$ cat config.mk
export PLATFORM = sky130hd
export DESIGN_NAME = pbcam_top
export DESIGN_NICKNAME = d
export VERILOG_FILES = /design/src/rtl/pbcam_pkg.sv /design/src/rtl/pbcam_extract.sv /design/src/rtl/pbcam_store.sv /design/src/rtl/pbcam_match.sv /design/src/rtl/pbcam_prienc.sv /design/src/rtl/pbcam_top.sv
export SDC_FILE = /design/constraint.sdc
export NUM_CORES = 1
export LEC_CHECK = 0
export BUFFER_PORTS_ARGS = -buffer_cell sky130_fd_sc_hd__buf_4
export CORE_MARGIN = 2
export CORE_UTILIZATION = 50
export CTS_CLUSTER_SIZE = 14
export DETAILED_ROUTE_END_ITERATION = 8
export GPL_ROUTABILITY_DRIVEN = 0
export PLACE_DENSITY = 0.71
export SYNTH_ARGS = -nofsm -noshare
export SYNTH_HDL_FRONTEND = slang
export SYNTH_SLANG_ARGS = --single-unit
export TNS_END_PERCENT = 50
$ cat constraint.sdc
create_clock -name clk -period 3.1 [get_ports clk]
set_clock_uncertainty 0.2 [all_clocks]
set_input_delay 0.62 -clock clk [delete_from_list [all_inputs] [get_ports clk]]
set_output_delay 0.62 -clock clk [all_outputs]
set_load 0.05 [all_outputs]
$ cat src/rtl/pbcam_pkg.sv
package pbcam_pkg;

  typedef enum logic [1:0] {
    GT_NAND = 2'b00,
    GT_NOR  = 2'b01,
    GT_XOR  = 2'b10,
    GT_XOR2 = 2'b11
  } gate_e;

  localparam int unsigned NODES_PER_GRP = 7;
  localparam int unsigned SEL_PER_GRP   = 2 * NODES_PER_GRP;

  function automatic logic gate_eval(input logic [1:0] sel, input logic a, input logic b);
    logic y;
    case (gate_e'(sel))
      GT_NAND: y = ~(a & b);
      GT_NOR:  y = ~(a | b);
      default: y = a ^ b;
    endcase
    return y;
  endfunction

endpackage

$ cat src/rtl/pbcam_extract.sv
module pbcam_extract
  import pbcam_pkg::*;
#(
  parameter int unsigned DATA_W = 32,
  localparam int unsigned NG    = DATA_W / 8,
  parameter logic [SEL_PER_GRP*NG-1:0] GATE_SEL = {NG{14'b10_10_10_01_00_01_00}}
) (
  input  logic [DATA_W-1:0] data_i,
  output logic [NG-1:0]     param_o
);

  for (genvar g = 0; g < NG; g++) begin : g_grp
    logic [3:0] lvl1;
    logic [1:0] lvl2;
    for (genvar n = 0; n < 4; n++) begin : g_l1
      assign lvl1[n] = gate_eval(GATE_SEL[g*SEL_PER_GRP + 2*n +: 2],
                                 data_i[8*g + 2*n], data_i[8*g + 2*n + 1]);
    end
    for (genvar n = 0; n < 2; n++) begin : g_l2
      assign lvl2[n] = gate_eval(GATE_SEL[g*SEL_PER_GRP + 8 + 2*n +: 2],
                                 lvl1[2*n], lvl1[2*n + 1]);
    end
    assign param_o[g] = gate_eval(GATE_SEL[g*SEL_PER_GRP + 12 +: 2], lvl2[0], lvl2[1]);
  end

endmodule

$ cat src/rtl/pbcam_store.sv
module pbcam_store #(
  parameter int unsigned DEPTH  = 16,
  parameter int unsigned DATA_W = 32,
  parameter int unsigned PW     = DATA_W / 8,
  localparam int unsigned AW    = $clog2(DEPTH)
) (
  input  logic                          clk,
  input  logic                          rst,
  input  logic                          wr_en,
  input  logic [AW-1:0]                 wr_addr,
  input  logic [DATA_W-1:0]             wr_data,
  input  logic [PW-1:0]                 wr_param,
  input  logic                          inv_en,
  input  logic [AW-1:0]                 inv_addr,
  output logic [DEPTH-1:0]              valid_o,
  output logic [DEPTH-1:0][DATA_W-1:0]  data_o,
  output logic [DEPTH-1:0][PW-1:0]      param_o
);

  logic [DEPTH-1:0][DATA_W-1:0] data_mem;
  logic [DEPTH-1:0][PW-1:0]     par_mem;
  logic [DEPTH-1:0]             valid_q;

  // Payload arrays carry no reset; only the valid bits do.
  always_ff @(posedge clk) begin
    if (wr_en) begin
      data_mem[wr_addr] <= wr_data;
      par_mem[wr_addr]  <= wr_param;
    end
  end

  // Invalidate first, write last: a write to the same entry wins.
  always_ff @(posedge clk) begin
    if (rst) begin
      valid_q <= '0;
    end else begin
      if (inv_en) valid_q[inv_addr] <= 1'b0;
      if (wr_en)  valid_q[wr_addr]  <= 1'b1;
    end
  end

  assign valid_o = valid_q;
  assign data_o  = data_mem;
  assign param_o = par_mem;

endmodule

$ cat src/rtl/pbcam_match.sv
module pbcam_match #(
  parameter int unsigned DEPTH  = 16,
  parameter int unsigned DATA_W = 32,
  parameter int unsigned PW     = DATA_W / 8
) (
  input  logic                          en,
  input  logic [DEPTH-1:0]              valid_i,
  input  logic [DEPTH-1:0][DATA_W-1:0]  data_i,
  input  logic [DEPTH-1:0][PW-1:0]      param_i,
  input  logic [DATA_W-1:0]             key_i,
  input  logic [PW-1:0]                 key_param_i,
  output logic [DEPTH-1:0]              cand_o,
  output logic [DEPTH-1:0]              match_o
);

  for (genvar i = 0; i < DEPTH; i++) begin : g_ent
    assign cand_o[i]  = en && valid_i[i] && (param_i[i] == key_param_i);
    assign match_o[i] = cand_o[i] && (data_i[i] == key_i);
  end

endmodule

$ cat src/rtl/pbcam_prienc.sv
module pbcam_prienc #(
  parameter int unsigned DEPTH = 16,
  localparam int unsigned AW   = $clog2(DEPTH)
) (
  input  logic [DEPTH-1:0] req_i,
  output logic             any_o,
  output logic [AW-1:0]    idx_o
);

  always_comb begin
    idx_o = '0;
    for (int i = DEPTH - 1; i >= 0; i--) begin
      if (req_i[i]) idx_o = AW'(i);
    end
  end

  assign any_o = |req_i;

endmodule

$ cat src/rtl/pbcam_top.sv
module pbcam_top
  import pbcam_pkg::*;
#(
  parameter int unsigned DATA_W = 32,
  parameter int unsigned DEPTH  = 16,
  localparam int unsigned NG    = DATA_W / 8,
  localparam int unsigned AW    = $clog2(DEPTH),
  parameter logic [SEL_PER_GRP*NG-1:0] GATE_SEL = {NG{14'b10_10_10_01_00_01_00}}
) (
  input  logic              clk,
  input  logic              rst,
  input  logic              wr_en,
  input  logic [AW-1:0]     wr_addr,
  input  logic [DATA_W-1:0] wr_data,
  input  logic              inv_en,
  input  logic [AW-1:0]     inv_addr,
  input  logic              srch_en,
  input  logic [DATA_W-1:0] srch_key,
  output logic              res_vld,
  output logic [DEPTH-1:0]  cand_vec,
  output logic [DEPTH-1:0]  match_vec,
  output logic              hit,
  output logic [AW-1:0]     hit_addr
);

  logic [NG-1:0]                wr_param;
  logic [NG-1:0]                key_param;
  logic [DEPTH-1:0]             ent_valid;
  logic [DEPTH-1:0][DATA_W-1:0] ent_data;
  logic [DEPTH-1:0][NG-1:0]     ent_param;
  logic [DEPTH-1:0]             cand_c;
  logic [DEPTH-1:0]             match_c;
  logic                         any_c;
  logic [AW-1:0]                idx_c;

  pbcam_extract #(.DATA_W(DATA_W), .GATE_SEL(GATE_SEL)) u_ext_wr (
    .data_i (wr_data),
    .param_o(wr_param)
  );

  pbcam_extract #(.DATA_W(DATA_W), .GATE_SEL(GATE_SEL)) u_ext_key (
    .data_i (srch_key),
    .param_o(key_param)
  );

  pbcam_store #(.DEPTH(DEPTH), .DATA_W(DATA_W), .PW(NG)) u_store (
    .clk     (clk),
    .rst     (rst),
    .wr_en   (wr_en),
    .wr_addr (wr_addr),
    .wr_data (wr_data),
    .wr_param(wr_param),
    .inv_en  (inv_en),
    .inv_addr(inv_addr),
    .valid_o (ent_valid),
    .data_o  (ent_data),
    .param_o (ent_param)
  );

  pbcam_match #(.DEPTH(DEPTH), .DATA_W(DATA_W), .PW(NG)) u_match (
    .en         (srch_en),
    .valid_i    (ent_valid),
    .data_i     (ent_data),
    .param_i    (ent_param),
    .key_i      (srch_key),
    .key_param_i(key_param),
    .cand_o     (cand_c),
    .match_o    (match_c)
  );

  pbcam_prienc #(.DEPTH(DEPTH)) u_enc (
    .req_i(match_c),
    .any_o(any_c),
    .idx_o(idx_c)
  );

  always_ff @(posedge clk) begin
    if (rst) begin
      res_vld   <= 1'b0;
      cand_vec  <= '0;
      match_vec <= '0;
      hit       <= 1'b0;
      hit_addr  <= '0;
    end else begin
      res_vld   <= srch_en;
      cand_vec  <= cand_c;
      match_vec <= match_c;
      hit       <= any_c;
      hit_addr  <= idx_c;
    end
  end

endmodule

==> metrics.md, run 1 <==
| Metric | Value |
|---|---|
| Post-synthesis net count | 1,805 |
| Sequential share of the synthesized area | 68.49% |
| Synthesized flop and latch total | 630 |
| Post-synthesis async set-or-reset flop share | 0% |
| Worst flop-to-flop path startpoint | u_store.data_o[507] |
| Total wire length | 78.62 mm |
| Peak VDD IR | 472.6 uV |
| CTS tree | built |
| Core Footprint | 0.05276 mm2 |
| Min-delay src | wr_addr[1] |
| Post-route ant nets | 0 |
| Tcrit/Tclk final | 94.67% |
| Initial DRT Pass Iterations | 5 |
| Setup TNS | 0 ps |
| Top-count cell post-synth | edfxtp_1 |
| Nets | 2,148 |
| Yosys cell types | 54 |
| Cts bufs inserted | 61 |
| Top FF cell, synth | edfxtp_1 |
| F_max | 0.3407 GHz |
| Vias in the first global route | 15,912 |
| Filler cells | 3,877 |
| WP data required | 3440 ps |
| Drt via density | 5.782 |
| Reg power frac | 51.0% |
| Fin crit period | 2935 ps |
| CP Capture Type | flop |
| Worst setup SP type | flop |
| Max Transition Viols Final | 0 |
| Non-Filler Instances | 2,810 |
| Psw | 0.004392 W |
| Rel. slew slack | 59.54% |
| Average size of a mapped cell | 15.53 um2 |
| Wire per inst | 27.98 um |
| Combinational power share | 10.7% |
| Starting density of the core | 50.86% |
| Vias | 16,248 |
| First-pass GRT wire length | 112.0 mm |
| DIE HEIGHT | 235.7 um |
| Die Footprint | 0.05554 mm2 |
| Leakage | 11.42 nW |
| Largest area contributor in the netlist | edfxtp_1 |
| Placed Cells incl. Taps | 2,696 |
| Total gr overflow | 0 |
| Top Ports | 115 |
| Post-layout util | 61.65% |
| All-Layer GR Usage | 28.36% |
| DRC errors left | 0 |
| Slew of the pin with the lowest slew margin | 607.0 ps |
| Clk slew on worst S/H paths | 60 ps |
| Switching Share | 23.48% |
| Sink Count | 630 |
| Post-synth EDFFs | 576 |
| Commonest cells post-synth | edfxtp_1, xor2_1, xnor2_1 |
| Die X | 235.7 um |
| Clk Latency, worst-skew pair | 650 ps |
| Worst R2R End | hit_addr[1] |
| Hold Crit Class | input port to flop |
| Worst Hold Path EP | u_store.valid_o[3] |
| Top cell type's share of synthesized area | 64.46% |
| Final Hold Fails | 0 |
| Number of H-tree levels | 2 |
| Crit path DAT | 3280 ps |
| Starting DRT DRC Count | 2,155 |
| Crit path max fanout | 2 |
| Main area contributors after synthesis | edfxtp_1, xor2_1, xnor2_1 |
| Max Cap Viol | 0 |
| Worst setup startpoint | u_store.data_o[507] |
| Worst reg2reg path depth | 11 |
| Largest net degree at the start of global routing | 41 |
| Antenna violations before repair | 0 |
| Multi-input logic area | 0.008207 mm2 |
| Hold depth | 3 |
| Cells after synthesis | 1,728 |
| Yosys warns | 0 |
| FP Rows | 84 |
| FF-to-FF setup slack | 170 ps |
| Crit Path Class | flop to flop |
| Cts hold-fix bufs | 0 |
| Cell Int Power | 0.01431 W |
| Area grow syn2layout | 21.23% |
| Post-DP HPWL | 51.78 mm |
| Share of layout cells above drive strength 1 | 22.68% |
| Clock tree buffer depth | 3 |
| Final setup fails | 0 |
| PwrDens | 575.0 mW/mm2 |
| Cell area after synthesis | 0.02683 mm2 |
| Post-Place Worst Slack | -470.1 ps |
| Port Buffer Count | 114 |
| Root buf cell | clkbuf_16 |
| Clock share of power | 38.3% |
| Final WS setup | 165.2 ps |
| Register area | 0.01838 mm2 |
| Status | finished clean |
==> cell families after synthesis <==
| family | Yosys count | share of synthesized area (%) |
|---|---|---|
| flip-flops | 630 | 68.49 |
| multiplexers | 6 | 0.2238 |
| buffers and inverters | 89 | 1.501 |
| AO/OA/AOI/OAI | 45 | 0.9093 |
| XOR/XNOR | 595 | 21.11 |
| AND/OR/NAND/NOR | 363 | 7.768 |
==> how the worst max path moves through the flow <==
| stage | endpoint |
|---|---|
| 2_1_floorplan | hit_addr[2] |
| 3_3_place_gp | hit_addr[1] |
| 3_5_place_dp | hit_addr[1] |
| 4_1_cts | hit_addr[1] |
| 5_1_grt | hit_addr[1] |
| 6_report | hit_addr[1] |
==> final cells by class <==
class	count	area share (%)
Timing Repair Buffer	351	9.601
Clock buffer	91	5.185
Multi-Input combinational cell	1009	25.23
Inverter	18	0.2077
Antenna cell	1	0.007693
Sequential cell	630	56.50
Clock inverter	22	0.6270
Tap cell	688	2.646
==> layout by cell type (no fill, tap or decap), types with 5 or more instances in the layout <==
cell,n
nand2b_1,8
nor2_1,40
nor4_2,6
xor2_1,303
clkinv_2,6
buf_4,312
a21oi_1,20
clkbuf_16,62
clkinv_1,10
and2_1,9
and3_1,8
xnor2_1,258
nand3_1,15
nor2b_1,7
xnor3_1,19
clkbuf_2,5
nand2_2,7
clkbuf_1,22
mux2i_1,6
nor2_4,8
nor4_1,85
o21ai_0,16
nand2_1,53
edfxtp_1,576
inv_1,17
xor2_4,9
buf_12,39
dfxtp_1,54
nand4_1,78
nor3_1,12
==> power by group through the flow <==
stage | logic (W) | clock network, W | registers (W)
2_1_floorplan | 0.000972 | 0 | 0.00972
3_3_place_gp | 0.00193 | 0 | 0.00972
3_5_place_dp | 0.00196 | 0 | 0.00972
4_1_cts | 0.00197 | 0.00723 | 0.00954
5_1_grt | 0.00208 | 0.00754 | 0.00955
6_report | 0.00200 | 0.00716 | 0.00954
==> repair_timing <==
action	4_1_cts	5_1_grt
gates resized for setup	0	9
buffers inserted	0	0
endpoints found under the setup margin	0	5
==> critical path: stages (launching register included) <==
cell	delay, ps
edfxtp_1	380
xor2_1	170
nor4_2	450
nand4_1	250
nor2_2	210
buf_4	140
nand4_1	140
nor2b_1	180
nand2b_1	140
a211oi_1	230
o31ai_1	110
a211oi_1	230
==> state kept, by name, summed over array words and instances (netlist names) <==
signal	cells
cand_vec	16
res_vld	1
u_store.valid_o	16
match_vec	16
u_store.data_o	512
u_store.param_o	64
hit	1
hit_addr	4
==> layer usage <==
layer / part of all wire (%) / vias up / wire (um) / GRT usage, %
li1: - / 6940 / - / -
met1: 39 / 8174 / 30350 / 38.29
met2: 48 / 970 / 37860 / 46.97
met3: 10 / 164 / 8043 / 5.183
met4: 3.0 / 0 / 2372 / 8.686
met5: 0 / - / 0 / 0
==> per-stage QoR <==
step / power [W] / instance area, um2 / hold WS [ps]
finish: 0.01870 / 32530 / 152.3
global route: 0.01918 / 32530 / 124.4
CTS: 0.01874 / 32480 / 108.5
detailed placement: 0.01168 / 30590 / 270.2
global placement: 0.01165 / 30590 / 264.2
floorplan: 0.01069 / 26980 / 243.2
No activity file was read; power rests on OpenSTA's default activity.
==> run 2, diff against run 1 <==
--- a/config.mk
+++ b/config.mk
@@ -7,11 +7,11 @@
 export LEC_CHECK = 0
 export BUFFER_PORTS_ARGS = -buffer_cell sky130_fd_sc_hd__buf_4
 export CORE_MARGIN = 2
-export CORE_UTILIZATION = 50
+export CORE_UTILIZATION = 40
 export CTS_CLUSTER_SIZE = 14
 export DETAILED_ROUTE_END_ITERATION = 8
 export GPL_ROUTABILITY_DRIVEN = 0
-export PLACE_DENSITY = 0.71
+export PLACE_DENSITY = 0.6
 export SYNTH_ARGS = -nofsm -noshare
 export SYNTH_HDL_FRONTEND = slang
 export SYNTH_SLANG_ARGS = --single-unit
==> run 2 against run 1 <==
Cell count rose by 7.6%. Cell area rose by 2.2%. Count of clock-buffer cells in the layout rose by 3. Power rose by 5.0%. Utilization fell by 11 points. Non-clock buffer count rose by 30. Die area rose by 25%. Combinational power rose by 3%. Via count fell by 0.74%. Critical endpoint is now hit_addr[2]. Largest cell class unchanged. Largest power group unchanged.
==> metrics.md, run 2 (same netlist as run 1, synthesis figures left out) <==
| Metric | Value |
|---|---|
| Status | finished clean |
| Die Footprint | 0.06917 mm2 |
| Combinational power share | 10.5% |
| Hold Crit Class | input port to flop |
| Starting density of the core | 40.60% |
| Crit path DAT | 3370 ps |
| Root buf cell | clkbuf_16 |
| All-Layer GR Usage | 24.28% |
| Tcrit/Tclk final | 99.48% |
| FP Rows | 94 |
| Port Buffer Count | 114 |
| CTS tree | built |
| Non-Filler Instances | 3,023 |
| Worst reg2reg path depth | 9 |
| # Post-CTS Setup Buffers | 0 |
| Post-Place Cell Area | 0.03099 mm2 |
| Worst R2R End | hit_addr[2] |
| Min-delay src | inv_addr[0] |
| Peak VDD IR | 316.8 uV |
| Starting DRT DRC Count | 1,647 |
| DRC errors left | 0 |
| Drt via density | 5.335 |
| Antenna violations before repair | 2 |
| Vias in the first global route | 16,207 |
| WP data required | 3380 ps |
| Cts bufs inserted | 67 |
| Clock share of power | 40.9% |
| Top Ports | 115 |
| Final WS setup | 16.13 ps |
| Final Cell Area | 0.03325 mm2 |
| Leakage | 11.65 nW |
| Sink Count | 630 |
| Nets | 2,184 |
| Clk slew on worst S/H paths | 60 ps |
| First-pass GRT wire length | 118.5 mm |
| Reg power frac | 48.6% |
| Total wire length | 83.64 mm |
| Area grow syn2layout | 23.91% |
| Commonest non-fill, non-tap cells in the layout | edfxtp_1, buf_4, xor2_1, xnor2_1, nor4_1 |
| Crit path max fanout | 13 |
| Antenna cells | 0 |
| Worst Hold Path EP | u_store.valid_o[12] |
| Final Hold Fails | 0 |
| Met3 WL | 7.725 mm |
| Fin crit period | 3084 ps |
| Wire per inst | 27.67 um |
| Core Footprint | 0.06610 mm2 |
| Rel. slew slack | 54.97% |
| Post-route ant nets | 0 |
| Worst flop-to-flop path startpoint | u_store.data_o[171] |
| Flip-flop count of the largest register after layout | 512 |
| DIE HEIGHT | 263.0 um |
| Setup TNS | 0 ps |
| Hold depth | 3 |
| Met1 Wirelength | 33.71 mm |
| Clock tree buffer depth | 3 |
| Post-Place Worst Slack | -660.3 ps |
| Top Layer Used | met4 |
| Most common cell after layout, fill and taps aside | edfxtp_1 |
| Slew of the pin with the lowest slew margin | 669.3 ps |
| Switching Share | 23.41% |
| Worst setup SP type | input port |
| Final setup fails | 0 |
| Vias | 16,127 |
| Post-DP HPWL | 55.38 mm |
| Largest net degree at the start of global routing | 41 |
| Share of layout cells above drive strength 1 | 24.22% |
| Max Cap Viol | 0 |
| FF-to-FF setup slack | 80 ps |
| Placed Cells incl. Taps | 2,902 |
| PwrDens | 590.7 mW/mm2 |
| Total gr overflow | 0 |
| Max Transition Viols Final | 0 |
| CP Capture Type | flop |
| Psw | 0.004598 W |
| Initial DRT Pass Iterations | 5 |
| Clk Latency, worst-skew pair | 630 ps |
| Number of H-tree levels | 3 |
| Crit Path Class | input port to flop |
| DR WL met2 | 39.57 mm |
| Die X | 263.0 um |
| Cell Int Power | 0.01504 W |
| F_max | 0.3243 GHz |
run 2: critical path, cell delays in order:
cell and delay [ps]:
buf_4 110, buf_4 340, xor2_1 140, nor4_2 600, nand4_1 370, nor2_1 300
and4b_1 290, o21ai_2 90, nand2_1 120, a21oi_1 60, nor4b_1 310
run 2: how the worst max path moves through the flow:
| stage | startpoint | depth (start not counted) | endpoint | slack, ps |
|---|---|---|---|---|
| 3_5_place_dp | srch_key[11] | 11 | hit_addr[2] | -660 |
| 6_report | srch_key[11] | 11 | hit_addr[2] | 20 |
| 2_1_floorplan | srch_key[14] | 11 | hit_addr[2] | -10 |
| 3_3_place_gp | srch_key[11] | 13 | hit | -650 |
| 5_1_grt | u_store.data_o[451] | 11 | hit_addr[1] | -30 |
| 4_1_cts | u_store.data_o[464] | 11 | hit_addr[1] | 10 |
run 2: layout make-up:
type / instances / area (um2)
fillers: 5610 / 32850
repair buffers: 381 / 3311
well taps: 864 / 1081
inverters: 18 / 67.56
multi-input cells: 1009 / 8237
flip-flops and latches: 630 / 18380
clock buffers: 94 / 1893
clock inverters: 27 / 282.8
run 2: through the flow:
step / total power (W) / hold slack, ps / util, %
6_report: 0.01964 / 173.0 / 50.30
4_1_cts: 0.01973 / 147.6 / 50.21
3_3_place_gp: 0.01174 / 262.3 / 46.89
3_5_place_dp: 0.01176 / 272.7 / 46.89
2_1_floorplan: 0.01069 / 243.2 / -
5_1_grt: 0.02021 / 169.8 / 50.30
run 2: metal layers:
layer  vias to the layer above  GRT usage [%]
li1                       7009              -
met1                      8232          31.87
met2                       740          39.31
met3                       146          6.360
met4                         0          7.907
met5                         -              0
run 2: power by group through the flow:
stage	Combinational, W	Sequential (W)	Clock [W]
floorplan	0.000972	0.00972	0
detailed placement	0.00203	0.00972	0
CTS	0.00205	0.00954	0.00814
global route	0.00217	0.00955	0.00849
global placement	0.00202	0.00972	0
finish	0.00205	0.00954	0.00804
run 2: what timing repair did:
item                                    CTS  global route
hold endpoints to repair                  0             0
hold buffers                              0             0
endpoints found under the setup margin    4             2
resized for setup                         3            11
pin swaps                                 0             1
